$ cat src/rtl/pwm_lk_pkg.sv
package pwm_lk_pkg;
   localparam logic [7:0] UNLOCK_KEY = 8'h55;

   typedef enum logic [2:0] {
      A_LOCK    = 3'd0,
      A_CTRL    = 3'd1,
      A_PER_LO  = 3'd2,
      A_PER_HI  = 3'd3,
      A_DUTY_LO = 3'd4,
      A_DUTY_HI = 3'd5,
      A_DEAD    = 3'd6
   } reg_addr_e;

   typedef struct packed {
      logic single;
      logic enable;
   } ctrl_t;
endpackage

$ cat src/rtl/pwm_lk_regs.sv
module pwm_lk_regs
   import pwm_lk_pkg::*;
#(
   parameter int CNT_W = 12,
   parameter int DT_W  = 8
) (
   input  logic             clk,
   input  logic             rst_n,
   input  logic             wr_en,
   input  logic [2:0]       wr_addr,
   input  logic [7:0]       wr_data,
   input  logic             load,
   output ctrl_t            ctrl_q,
   output logic [CNT_W-1:0] per_stg,
   output logic             per_apply,
   output logic [CNT_W-1:0] duty_stg,
   output logic             duty_apply,
   output logic [DT_W-1:0]  dt_val,
   output logic             unlocked
);
   localparam int HI_W = CNT_W - 8;

   logic [7:0] lock_q;
   logic       wr_ok;
   logic       per_hi_wr, duty_hi_wr;
   logic       per_pend, duty_pend;

   assign unlocked   = (lock_q == UNLOCK_KEY);
   assign wr_ok      = wr_en & unlocked;
   assign per_hi_wr  = wr_ok && (wr_addr == A_PER_HI);
   assign duty_hi_wr = wr_ok && (wr_addr == A_DUTY_HI);
   // a high byte arriving in the same cycle defers the transfer
   assign per_apply  = per_pend & ~per_hi_wr;
   assign duty_apply = duty_pend & ~duty_hi_wr;

   always_ff @(posedge clk or negedge rst_n) begin
      if (!rst_n) begin
         lock_q    <= '0;
         ctrl_q    <= '0;
         per_stg   <= '0;
         duty_stg  <= '0;
         dt_val    <= '0;
         per_pend  <= 1'b0;
         duty_pend <= 1'b0;
      end else begin
         if (wr_en && (wr_addr == A_LOCK)) lock_q <= wr_data;
         if (wr_ok) begin
            case (wr_addr)
               A_CTRL:    ctrl_q               <= ctrl_t'(wr_data[1:0]);
               A_PER_LO:  per_stg[7:0]         <= wr_data;
               A_PER_HI:  per_stg[CNT_W-1:8]   <= wr_data[HI_W-1:0];
               A_DUTY_LO: duty_stg[7:0]        <= wr_data;
               A_DUTY_HI: duty_stg[CNT_W-1:8]  <= wr_data[HI_W-1:0];
               A_DEAD:    dt_val               <= wr_data[DT_W-1:0];
               default: ;
            endcase
         end
         if (per_hi_wr)                  per_pend  <= 1'b1;
         else if (load && per_pend)      per_pend  <= 1'b0;
         if (duty_hi_wr)                 duty_pend <= 1'b1;
         else if (load && duty_pend)     duty_pend <= 1'b0;
      end
   end
endmodule

$ cat src/rtl/pwm_lk_timebase.sv
module pwm_lk_timebase #(
   parameter int CNT_W = 12,
   parameter int SEL_W = 2
) (
   input  logic             clk,
   input  logic             rst_n,
   input  logic             enable,
   input  logic [SEL_W-1:0] clk_sel,
   input  logic [CNT_W-1:0] per_stg,
   input  logic             per_apply,
   input  logic [CNT_W-1:0] duty_stg,
   input  logic             duty_apply,
   output logic             tick,
   output logic             load,
   output logic             raw,
   output logic [CNT_W-1:0] per_act,
   output logic [CNT_W-1:0] duty_act,
   output logic             irq
);
   localparam int PRE_W = (1 << SEL_W) - 1;

   logic [PRE_W-1:0] pre_q;
   logic [PRE_W-1:0] mask;
   logic [CNT_W-1:0] cnt_q;
   logic             wrap;

   always_comb begin
      mask = '0;
      for (int i = 0; i < PRE_W; i++)
         if (i < int'(clk_sel)) mask[i] = 1'b1;
   end

   assign tick = ((pre_q & mask) == mask);
   assign wrap = (per_act == '0) || (cnt_q == per_act - CNT_W'(1));
   assign load = enable ? (tick & wrap) : 1'b1;
   assign raw  = (cnt_q < duty_act);

   always_ff @(posedge clk or negedge rst_n) begin
      if (!rst_n) begin
         pre_q    <= '0;
         cnt_q    <= '0;
         per_act  <= '0;
         duty_act <= '0;
         irq      <= 1'b0;
      end else begin
         pre_q <= pre_q + PRE_W'(1);
         irq   <= enable & tick & wrap;
         if (!enable)   cnt_q <= '0;
         else if (tick) cnt_q <= wrap ? '0 : cnt_q + CNT_W'(1);
         if (load && per_apply)  per_act  <= per_stg;
         if (load && duty_apply) duty_act <= duty_stg;
      end
   end
endmodule

$ cat src/rtl/pwm_lk_deadband.sv
module pwm_lk_deadband #(
   parameter int DT_W    = 8,
   parameter bit OUT_REG = 1'b1
) (
   input  logic            clk,
   input  logic            rst_n,
   input  logic            enable,
   input  logic            single,
   input  logic            tick,
   input  logic            raw,
   input  logic [DT_W-1:0] dt_val,
   output logic            pwm_a,
   output logic            pwm_b
);
   logic            raw_q;
   logic [DT_W-1:0] run_q;
   logic            settled;
   logic            a_n, b_n;

   always_ff @(posedge clk or negedge rst_n) begin
      if (!rst_n) begin
         raw_q <= 1'b0;
         run_q <= '1;
      end else if (!enable) begin
         raw_q <= 1'b0;
         run_q <= '1;
      end else if (tick) begin
         raw_q <= raw;
         if (raw != raw_q)    run_q <= '0;
         else if (run_q != '1) run_q <= run_q + DT_W'(1);
      end
   end

   assign settled = (run_q >= dt_val);
   assign a_n = enable & raw_q & (single | settled);
   assign b_n = enable & ~single & ~raw_q & settled;

   generate
      if (OUT_REG) begin : g_flop
         always_ff @(posedge clk or negedge rst_n) begin
            if (!rst_n) begin
               pwm_a <= 1'b0;
               pwm_b <= 1'b0;
            end else begin
               pwm_a <= a_n;
               pwm_b <= b_n;
            end
         end
      end else begin : g_comb
         assign pwm_a = a_n;
         assign pwm_b = b_n;
      end
   endgenerate
endmodule

$ cat src/rtl/pwm_lk_top.sv
module pwm_lk_top
   import pwm_lk_pkg::*;
#(
   parameter int CNT_W   = 12,
   parameter int DT_W    = 8,
   parameter int SEL_W   = 2,
   parameter bit OUT_REG = 1'b1
) (
   input  logic             clk,
   input  logic             rst_n,
   input  logic             wr_en,
   input  logic [2:0]       wr_addr,
   input  logic [7:0]       wr_data,
   input  logic [SEL_W-1:0] clk_sel,
   output logic             pwm_a,
   output logic             pwm_b,
   output logic             period_irq
);
   generate
      if (CNT_W <= 8 || CNT_W > 16) begin : g_bad_cnt
         $error("CNT_W must span one full byte plus a partial high byte");
      end
      if (DT_W < 1 || DT_W > 8) begin : g_bad_dt
         $error("DT_W must fit one byte");
      end
      if (SEL_W < 1 || SEL_W > 3) begin : g_bad_sel
         $error("SEL_W out of range");
      end
   endgenerate

   ctrl_t            ctrl_q;
   logic             en_w, single_w;
   logic [CNT_W-1:0] per_stg, duty_stg, per_act, duty_act;
   logic             per_apply, duty_apply;
   logic [DT_W-1:0]  dt_val;
   logic             unlocked;
   logic             tick, load_req, raw;

   assign en_w     = ctrl_q.enable;
   assign single_w = ctrl_q.single;

   pwm_lk_regs #(.CNT_W(CNT_W), .DT_W(DT_W)) u_regs (
      .clk(clk), .rst_n(rst_n), .wr_en(wr_en), .wr_addr(wr_addr),
      .wr_data(wr_data), .load(load_req), .ctrl_q(ctrl_q),
      .per_stg(per_stg), .per_apply(per_apply), .duty_stg(duty_stg),
      .duty_apply(duty_apply), .dt_val(dt_val), .unlocked(unlocked)
   );

   pwm_lk_timebase #(.CNT_W(CNT_W), .SEL_W(SEL_W)) u_tb (
      .clk(clk), .rst_n(rst_n), .enable(en_w), .clk_sel(clk_sel),
      .per_stg(per_stg), .per_apply(per_apply), .duty_stg(duty_stg),
      .duty_apply(duty_apply), .tick(tick), .load(load_req), .raw(raw),
      .per_act(per_act), .duty_act(duty_act), .irq(period_irq)
   );

   pwm_lk_deadband #(.DT_W(DT_W), .OUT_REG(OUT_REG)) u_db (
      .clk(clk), .rst_n(rst_n), .enable(en_w), .single(single_w),
      .tick(tick), .raw(raw), .dt_val(dt_val),
      .pwm_a(pwm_a), .pwm_b(pwm_b)
   );
endmodule

$ cat config.mk
export PLATFORM = sky130hd
export DESIGN_NAME = pwm_lk_top
export DESIGN_NICKNAME = d
export VERILOG_FILES = /design/src/rtl/pwm_lk_pkg.sv /design/src/rtl/pwm_lk_regs.sv /design/src/rtl/pwm_lk_timebase.sv /design/src/rtl/pwm_lk_deadband.sv /design/src/rtl/pwm_lk_top.sv
export SDC_FILE = /design/constraint.sdc
export NUM_CORES = 1
export LEC_CHECK = 0
export BUFFER_PORTS_ARGS = -buffer_cell sky130_fd_sc_hd__buf_2
export CORE_ASPECT_RATIO = 1.1
export CORE_MARGIN = 2
export CORE_UTILIZATION = 45
export CTS_BUF_LIST = sky130_fd_sc_hd__clkbuf_8
export DETAILED_ROUTE_END_ITERATION = 8
export SETUP_SLACK_MARGIN = 0.3
export SYNTH_ARGS = -nofsm -noshare
export SYNTH_HDL_FRONTEND = slang
export SYNTH_SLANG_ARGS = --single-unit
export TNS_END_PERCENT = 50
$ cat constraint.sdc
create_clock -name clk -period 7 [get_ports clk]
set_input_delay 0.7 -clock clk [delete_from_list [all_inputs] [get_ports clk]]
set_output_delay 0.7 -clock clk [all_outputs]
set_load 0.02 [all_outputs]
==> impl_metrics.yaml, run 1 <==
timing:
  period_share: 0.4473
  hold_viol: 0
  worstMarginPinSlew_ps: 1047
  fmax_mhz: 319.4
  min_period_ps: 3131
  rsz0062_at_grt: "false"
  fin_tns_setup_ps: 0
  setup_ws_ps: 3869
  final_max_slew_viol_count: 0
  skew_ps: 11.41
  relSlewSlack: 0.3020
  setup_viol: 0
final_layout:
  fin_util: 0.4994
  drive_above_1_share: 0.2276
  nNetsFinal: 514
  antenna_cells: 0
  area_growth_pct: 8.549
placed_design:
  gp_congestion: 0.8363
  place_hpwl_mm: 7.641
  pre_cts_slack_ps: 3910
  portBuffers: 18
grt:
  grt_pass1_vias: 3386
  grt_usage: 0.1832
  grt_max_degree: 84
  grt_pass1_wl_mm: 17.28
  antenna_found_initial: 0
  grt_overflow: 0
worst_setup_path:
  worst-endpoint-required_ps: 7250
  worstPathCellList: "inv_1 > ha_1 > nand2_1 > mux2_2 > a211o_1 > a2111oi_4 > a31oi_4 > nor2_4 > mux2_2"
  crit_path_top_delay_cell: "dfrtp_1"
  crit_type: "reg2reg"
  cpMostUsedCell: "mux2_2"
  cp_num_buf_inv: 1
  critPathLaunchType: "flip-flop"
  critPathMaxFanout: 12
  critPathArrivalTime_ps: 3380
  cp_top_family: "compound AO/OA/AOI/OAI gates"
  critPathCaptureType: "flip-flop"
  cpPeakStageDelay_ps: 450
floorplan:
  die_h_um: 114.8
  die_w_um: 104.7
  io_pins: 19
  initial_core_util: 0.4601
  die_area_mm2: 0.01202
  rows: 40
  core_mm2: 0.01091
route:
  drtIter0Drc: 136
  drc: 0
  drt.antenna.violating_nets: 0
  wl_per_cell_um: 16.57
  first_pass_iters: 4
  viasPerCell: 5.428
  wirelength_mm: 10.37
  num_vias: 3398
cts:
  ctsHoldBuffers: 0
  ctsResizeCount: 0
  clk_latency_ps: 350
  cts_tree: "built"
  cts_num_sinks: 95
  clk_pin_slew_ps: 100
  post_cts_buffers: 0
  cts_root_buffer: "clkbuf_8"
  numCtsBuffers: 9
  ctsHtreeMaxLevel: 3
  clk_path_buf_depth: 2
synthesis:
  synth-edff-count: 0
  syn_nets: 494
  synthCells: 454
  syn_area_mm2: 0.005020
  ys_warn_count: 0
  ys_seq_area_frac: 0.4756
  async_flop_share: 1.000
  synth_ff_type: "dfrtp_1"
  synth-seq-cells: 95
  ys_types: 60
  post_synth.cell_area_avg_um2: 11.06
power:
  seq_power_share: 0.568
  combPwrFrac: 0.050
  vdd.ir_drop.worst_uv: 160.9
  p_clk_frac: 0.382
  internal_power_uw: 762.9
  leakagePower_nw: 2.610
  powerDensity_mw_per_mm2: 184.0
  netSwitchingFraction: 0.2390
  power.switching_uw: 239.6
min_path:
  hold_path.class: "in2async"
job:
  max-cap-violations: 0
run_status:
  status: "finished clean"
-- worst register-to-register path, cell delays in order, from the launching register on --
cell       delay [ps]
dfrtp_1           450
inv_1             100
ha_1              340
nand2_1            90
mux2_2            270
a211o_1           320
a2111oi_4         440
a31oi_4           190
nor2_4            440
mux2_2            390
-- placed cells by master (no fill, tap or decap), types with 10 or more instances in the layout --
master,Yosys,layout
clkbuf_8,0,10
nor3_1,13,13
a21oi_1,17,17
buf_2,1,17
nand3_1,17,17
ha_1,24,24
inv_1,37,37
nand2_1,34,34
mux2_4,10,10
xor2_1,11,11
mux2_1,10,10
dfrtp_1,87,87
mux2_2,40,40
nor2_1,24,24
o21ai_0,22,22
-- layer usage --
metal | global-route usage | share of wire
met2 | 0.3194 | 0.50
met4 | 0.04711 | 0.0094
met3 | 0.02721 | 0.023
met1 | 0.2427 | 0.47
met5 | 0 | 0
-- state kept, by name, indices dropped and copies added, names as in the netlist, 2 cells and up --
register,count
u_db.run_q,8
u_regs.ctrl_q,2
u_regs.dt_val,8
u_regs.duty_stg,12
u_regs.lock_q,8
u_regs.per_stg,12
u_tb.cnt_q,12
u_tb.duty_act,12
u_tb.per_act,12
u_tb.pre_q,3
-- per-stage QoR --
step           hold WS [ps]  instance area (um2)  cells  power [mW]
2_1_floorplan         404.4                 5020    454      0.6025
4_1_cts               155.6                 5449    626       1.015
5_1_grt               166.5                 5449    626       1.042
6_report              170.2                 5449    626       1.002
3_5_place_dp          444.4                 5236    610      0.6316
3_3_place_gp          441.9                 5236    610      0.6296
-- area by class of cell --
cell class                 count  area, um2
clock inverter                 6      75.07
tap                          147      183.9
multi-input combinational    311       2419
timing repair buffer          20      107.6
clock buffer                  10      137.6
sequential                    95       2387
inverter                      37      138.9
fill                        1027       5461
-- worst paths after layout --
kind	to	cells after the start	slack [ps]	startpoint
max	u_tb.duty_act[0]$_DFFE_PN0P_	9	3870	u_tb.per_act[0]$_DFFE_PN0P_
min	u_db.pwm_b$_DFF_PN0_	1	170	rst_n
max reg2reg	u_tb.duty_act[0]$_DFFE_PN0P_	9	3870	u_tb.per_act[0]$_DFFE_PN0P_
min reg2reg	u_tb.pre_q[0]$_DFF_PN0_	1	460	u_tb.pre_q[0]$_DFF_PN0_
max in group asynchronous	u_regs.per_stg[10]$_DFFE_PN0P_	2	5540	rst_n
min in group clk	u_tb.pre_q[0]$_DFF_PN0_	1	460	u_tb.pre_q[0]$_DFF_PN0_
-- cell usage after synthesis (2+ instances only) --
cell type / instances / area, um2
o22ai_1: 4 / 25.02
nand2_1: 34 / 127.6
a221o_1: 4 / 40.04
or2_2: 4 / 25.02
o31ai_1: 2 / 15.01
mux2_1: 10 / 112.6
nand3_1: 17 / 85.08
nand4_1: 5 / 31.28
inv_1: 37 / 138.9
dfstp_2: 8 / 210.2
and2_1: 3 / 18.77
a21o_1: 8 / 60.06
dfrtp_1: 87 / 2177
a211oi_1: 4 / 30.03
a41oi_1: 2 / 17.52
mux2_2: 40 / 450.4
nor3_1: 13 / 65.06
nor2_4: 2 / 22.52
mux2_4: 10 / 150.1
a22o_1: 4 / 35.03
nand2b_1: 3 / 18.77
a21oi_1: 17 / 85.08
nand4b_1: 4 / 35.03
nor2_1: 24 / 90.09
nor3b_1: 4 / 30.03
xor2_1: 11 / 96.34
ha_1: 24 / 300.3
xnor2_1: 4 / 35.03
o21ai_0: 22 / 110.1
nor2b_1: 4 / 25.02
buf_6: 2 / 22.52
clkbuf_1: 6 / 22.52
and3_1: 4 / 25.02
-- cell families after synthesis --
group / Yosys count / share of synthesized area
flip-flops: 95 / 0.4756
adder cells (fa/ha/maj): 24 / 0.05982
buffers and inverters: 48 / 0.04262
AND/OR/NAND/NOR: 129 / 0.1358
XOR/XNOR: 15 / 0.02617
multiplexers: 60 / 0.1421
AO/OA/AOI/OAI: 83 / 0.1179
-- power groups by stage --
stage | Combinational, mW | Clock (mW) | Sequential, mW
after global routing | 0.0565 | 0.414 | 0.571
after detailed placement | 0.0514 | 0 | 0.580
final | 0.0501 | 0.383 | 0.569
after floorplan | 0.0247 | 0 | 0.578
after CTS | 0.0515 | 0.394 | 0.569
after global placement | 0.0501 | 0 | 0.579
(Power assumes the default switching activity.)
==> run 2: changes to the inputs <==
clock period = 3.2 ns   (was 7 ns; I/O delays follow)
==> run 2 against run 1 <==
Hold slack better by 59 ps. Cell count up 1.6%. Non-clock buffer count up 10. Critical path depth up 2. Global-route usage up 0.48 points. Register-to-register slack worse by 3400 ps. Via count up 1.2%. Count of clock-buffer cells in the layout down 1. Routed wire length up 0.92%. Largest power group unchanged.
==> impl_metrics.yaml, run 2 (synthesized netlist as in run 1, its figures left out) <==
power:
  p_clk_frac: 0.381
  power.switching_uw: 540.4
  powerDensity_mw_per_mm2: 394.5
  design_power_total_mw: 2.193
  seq_power_share: 0.568
  combPwrFrac: 0.052
  vdd.ir_drop.worst_uv: 312.9
  internal_power_mw: 1.653
  leakagePower_nw: 2.665
  netSwitchingFraction: 0.2464
route:
  num_vias: 3439
  drc: 0
  drtIter0Drc: 128
  first_pass_iters: 4
  viasPerCell: 5.407
  wl_per_cell_um: 16.46
  wirelength_mm: 10.47
  drt.antenna.violating_nets: 0
final_layout:
  fin_cells: 636
  area_growth_pct: 10.77
  nNetsFinal: 524
  layout_commonest_cell: "dfrtp_1"
  fin_util: 0.5096
  layout_common_cells: "dfrtp_1, mux2_2, inv_1"
  final_area_mm2: 0.005560
  drive_above_1_share: 0.2495
  antenna_cells: 0
timing:
  relSlewSlack: 0.4664
  holdWs_ps: 229.0
  setup_ws_ps: 447.1
  setup_viol: 0
  fmax_mhz: 363.3
  hold_viol: 0
  period_share: 0.8603
  final_max_slew_viol_count: 0
  min_period_ps: 2753
  fin_tns_setup_ps: 0
  skew_ps: 12.99
  worstMarginPinSlew_ps: 798.3
  rsz0062_at_grt: "false"
grt:
  grt_usage: 0.1880
  grt_pass1_vias: 3413
  grt_pass1_wl_mm: 17.57
  grt_max_degree: 53
  antenna_found_initial: 0
  grt_overflow: 0
worst_setup_path:
  worst-endpoint-required_ps: 3450
  worstPathCellList: "inv_2 > ha_4 > nand2_1 > mux2_2 > a211o_1 > a2111oi_4 > buf_4 > a31oi_4 > nor2_4 > buf_12 > mux2_2"
  reg2reg_depth: 11
  crit_type: "reg2reg"
  critPathMaxFanout: 12
  critPathCaptureType: "flip-flop"
  crit_path_top_delay_cell: "dfrtp_1"
  cpMostUsedCell: "mux2_2"
  cpPeakStageDelay_ps: 420
  critPathLaunchType: "flip-flop"
  critPathArrivalTime_ps: 3000
cts:
  cts_root_buffer: "clkbuf_8"
  ctsHtreeMaxLevel: 3
  clk_latency_ps: 370
  cts_num_sinks: 95
  numCtsBuffers: 9
  clk_path_buf_depth: 2
  clk_pin_slew_ps: 100
  cts_tree: "built"
floorplan:
  core_mm2: 0.01091
  io_pins: 19
  initial_core_util: 0.4601
  rows: 40
  die_w_um: 104.7
  die_area_mm2: 0.01202
  die_h_um: 114.8
placed_design:
  post_dp_cell_area_mm2: 0.005279
  dp.cells: 614
  gp_congestion: 0.7655
  place_hpwl_mm: 7.702
  pre_cts_slack_ps: 235.3
  portBuffers: 18
min_path:
  hold_path.class: "in2reg"
  whs_path_depth: 3
run_status:
  status: "finished clean"
job:
  max-cap-violations: 0
run 2: cell types whose count changed in the layout (fill, tap and decap cells not counted), moves of 2 or more:
| cell | previous run | this run |
|---|---|---|
| buf_4 | 3 | 10 |
| buf_12 | 0 | 2 |
| inv_2 | 0 | 2 |
| inv_1 | 37 | 35 |
run 2: area by class of cell:
type / count / area, um2
fill: 1028 / 5350
tap: 147 / 183.9
multi-input combinational: 311 / 2431
inverter: 37 / 138.9
sequential: 95 / 2389
clock inverter: 7 / 83.83
clock buffer: 9 / 123.9
timing repair buffer: 30 / 210.2
run 2: per-layer routing:
| metal | up-vias | GRT usage | share of wire |
|---|---|---|---|
| met4 | 0 | 0.08267 | 0.032 |
| met3 | 20 | 0.03175 | 0.029 |
| met1 | 1690 | 0.2477 | 0.48 |
| li1 | 1677 | - | - |
| met5 | - | 0 | 0 |
| met2 | 52 | 0.3094 | 0.46 |
run 2: repair_timing:
item	in CTS	in global routing
hold buffers	1	0
hold endpoints to repair	42	0
resized for setup	1	4
gates cloned	0	0
pin swaps	1	3
buffers inserted	1	4
setup endpoints to repair	21	29
run 2: worst paths after layout:
| path | start | end | slack (ps) |
|---|---|---|---|
| min in group asynchronous | rst_n | u_regs.dt_val[0]$_DFFE_PN0P_ | 500 |
| worst max-delay path | u_tb.per_act[1]$_DFFE_PN0P_ | u_tb.per_act[8]$_DFFE_PN0P_ | 450 |
| worst max register to register | u_tb.per_act[1]$_DFFE_PN0P_ | u_tb.per_act[8]$_DFFE_PN0P_ | 450 |
| worst min-delay path | wr_data[7] | u_regs.dt_val[7]$_DFFE_PN0P_ | 230 |
| worst min register to register | u_tb.pre_q[2]$_DFF_PN0_ | u_tb.pre_q[2]$_DFF_PN0_ | 470 |
| max in group asynchronous | rst_n | u_tb.per_act[0]$_DFFE_PN0P_ | 1900 |
run 2: worst max-delay path, delay by kind of cell, from the launching register on:
kind            cells  cell delay [ps]
compound gates      3              790
fa+ha+maj           1              180
buf+inv             3              430
flops               1              420
mux                 2              590
simple gates        2              210
run 2: power by group through the flow:
stage / Combinational, mW / Sequential (mW) / Clock (mW)
after floorplan: 0.0541 / 1.26 / 0
after global placement: 0.113 / 1.27 / 0
after detailed placement: 0.116 / 1.27 / 0
after CTS: 0.117 / 1.25 / 0.859
after global routing: 0.129 / 1.25 / 0.902
final: 0.114 / 1.25 / 0.835
==> run 3: changes to the inputs <==
REMOVE_ABC_BUFFERS = 1   (was not set)
SYNTH_HIERARCHICAL = 1   (was not set)
==> run 3 against run 2 <==
Synthesized area rose by 5.7%. Synthesized cell count increased by 1.5%. First-iteration DRC count increased by 38%. Highest routed layer unchanged. Largest power group unchanged. Final area is 5.7% higher. Cell count up 1.7%.
==> impl_metrics.yaml, run 3 <==
placed_design:
  portBuffers: 18
  place_hpwl_mm: 7.817
  pre_cts_slack_ps: 327.3
  gp_congestion: 0.8463
timing:
  rsz0062_at_grt: "true"
  fin_tns_setup_ps: 0
  hold_viol: 0
  final_max_slew_viol_count: 0
  fmax_mhz: 359.7
  min_period_ps: 2780
  holdWs_ps: 21.57
  skew_ps: 18.65
  setup_viol: 0
  setup_ws_ps: 420.0
  relSlewSlack: 0.4428
  worstMarginPinSlew_ps: 835.9
  period_share: 0.8688
worst_setup_path:
  worst-endpoint-required_ps: 3520
  cp_top_family: "compound AO/OA/AOI/OAI gates"
  cpPeakStageDelay_ps: 480
  crit_type: "reg2reg"
  reg2reg_depth: 13
  critPathCaptureType: "flip-flop"
  cpMostUsedCell: "a21o_1"
  critPathMaxFanout: 7
  critPathArrivalTime_ps: 3100
  critPathLaunchType: "flip-flop"
  rr_endpoint: "u_db/run_q[5]$_DFFE_PN1P_"
  crit_path_top_delay_cell: "or4_1"
  r2r_slack_ps: 420
  cp.depth: 13
  worstPathCellList: "inv_1 > ha_1 > a21o_1 > a21o_1 > a21o_1 > a211oi_2 > o31ai_1 > a31oi_1 > buf_4 > xnor2_4 > nand2_2 > or4_1 > nand3_1"
  r2r-start: "u_tb/duty_act[1]$_DFFE_PN0P_"
  cp_num_buf_inv: 2
route:
  viasPerCell: 5.587
  drt.antenna.violating_nets: 0
  wl_per_cell_um: 17.01
  drc: 0
  wirelength_mm: 11.01
  drtIter0Drc: 177
  num_vias: 3615
  first_pass_iters: 4
floorplan:
  die_h_um: 117.9
  die_w_um: 107.5
  core_mm2: 0.01149
  initial_core_util: 0.4617
  io_pins: 19
  rows: 41
  die_area_mm2: 0.01267
run_status:
  status: "finished clean"
grt:
  grt_overflow: 0
  grt_pass1_wl_mm: 18.33
  grt_max_degree: 67
  grt_usage: 0.1863
  antenna_found_initial: 0
  grt_pass1_vias: 3551
power:
  p_clk_frac: 0.369
  internal_power_mw: 1.606
  power.switching_uw: 589.8
  vdd.ir_drop.worst_uv: 207.0
  netSwitchingFraction: 0.2686
  combPwrFrac: 0.059
  powerDensity_mw_per_mm2: 373.7
  seq_power_share: 0.571
  leakagePower_nw: 2.787
cts:
  ctsHtreeMaxLevel: 3
  clk_pin_slew_ps: 100
  numCtsBuffers: 9
  clk_latency_ps: 380
  cts_tree: "built"
  cts_root_buffer: "clkbuf_8"
  ctsHoldBuffers: 0
  clk_path_buf_depth: 2
  cts_num_sinks: 95
synthesis:
  syn_area_mm2: 0.005305
  synthCells: 461
  post_synth.cell_area_avg_um2: 11.51
  ys_warn_count: 6
final_layout:
  layout_common_cells: "dfrtp_1, mux2_2, inv_1"
  nNetsFinal: 532
  drive_above_1_share: 0.2998
  antenna_cells: 0
  layout_commonest_cell: "dfrtp_1"
  area_growth_pct: 10.75
job:
  max-cap-violations: 0
min_path:
  hold_path.class: "in2async"
## run 3: what timing repair did
| item | CTS | global route |
|---|---|---|
| endpoints found under the setup margin | 1 | 39 |
| resized for setup | 0 | 6 |
| pin swaps | 0 | 5 |
| hold endpoints to repair | 0 | 0 |
| buffers inserted | 1 | 8 |
| gates cloned | 0 | 1 |
## run 3: layout make-up
| type | instances | area [um2] |
|---|---|---|
| Fill cell | 1047 | 5615 |
| Timing Repair Buffer | 36 | 227.7 |
| Tap cell | 150 | 187.7 |
| Sequential cell | 95 | 2389 |
| Inverter | 33 | 123.9 |
| Clock buffer | 9 | 123.9 |
| Multi-Input combinational cell | 317 | 2745 |
| Clock inverter | 7 | 78.83 |
## run 3: per-stage QoR
step	utilization	power [mW]	area [um2]	std cells
floorplan	-	1.342	5213	444
global placement	0.4844	1.406	5567	621
detailed placement	0.4844	1.411	5567	621
CTS	0.5027	2.233	5777	638
global route	0.5113	2.308	5876	647
finish	0.5113	2.196	5876	647
## run 3: power groups by stage
stage	sequential, mW	clock [mW]	combinational (mW)
after floorplan	1.27	0	0.0687
after global placement	1.28	0	0.129
after detailed placement	1.28	0	0.132
after CTS	1.26	0.845	0.133
after global routing	1.26	0.902	0.145
final	1.25	0.811	0.130
## run 3: worst max path at each step
stage	startpoint	slack, ps	end
5_1_grt	u_tb/duty_act[1]$_DFFE_PN0P_	230	u_db/run_q[5]$_DFFE_PN1P_
3_3_place_gp	u_tb/cnt_q[1]$_DFFE_PN0P_	340	u_db/run_q[5]$_DFFE_PN1P_
2_1_floorplan	u_tb/cnt_q[1]$_DFFE_PN0P_	440	u_db/run_q[5]$_DFFE_PN1P_
6_report	u_tb/duty_act[1]$_DFFE_PN0P_	420	u_db/run_q[5]$_DFFE_PN1P_
3_5_place_dp	u_tb/cnt_q[1]$_DFFE_PN0P_	330	u_db/run_q[5]$_DFFE_PN1P_
4_1_cts	u_tb/duty_act[1]$_DFFE_PN0P_	330	u_db/run_q[5]$_DFFE_PN1P_
## run 3: worst register-to-register path, delay by kind of cell (launching register included)
family	cells	cell delay [ps]
xor+xnor	1	150
compound gates	6	1010
flops	1	370
fa+ha+maj	1	300
simple gates	3	660
buf+inv	2	230
## run 3: layer usage
metal | routed length [um] | share of wire | global-route usage
met1 | 5228 | 0.47 | 0.2552
met2 | 5111 | 0.46 | 0.2885
met3 | 285 | 0.026 | 0.03045
met4 | 381 | 0.035 | 0.08574
met5 | 0 | 0 | 0
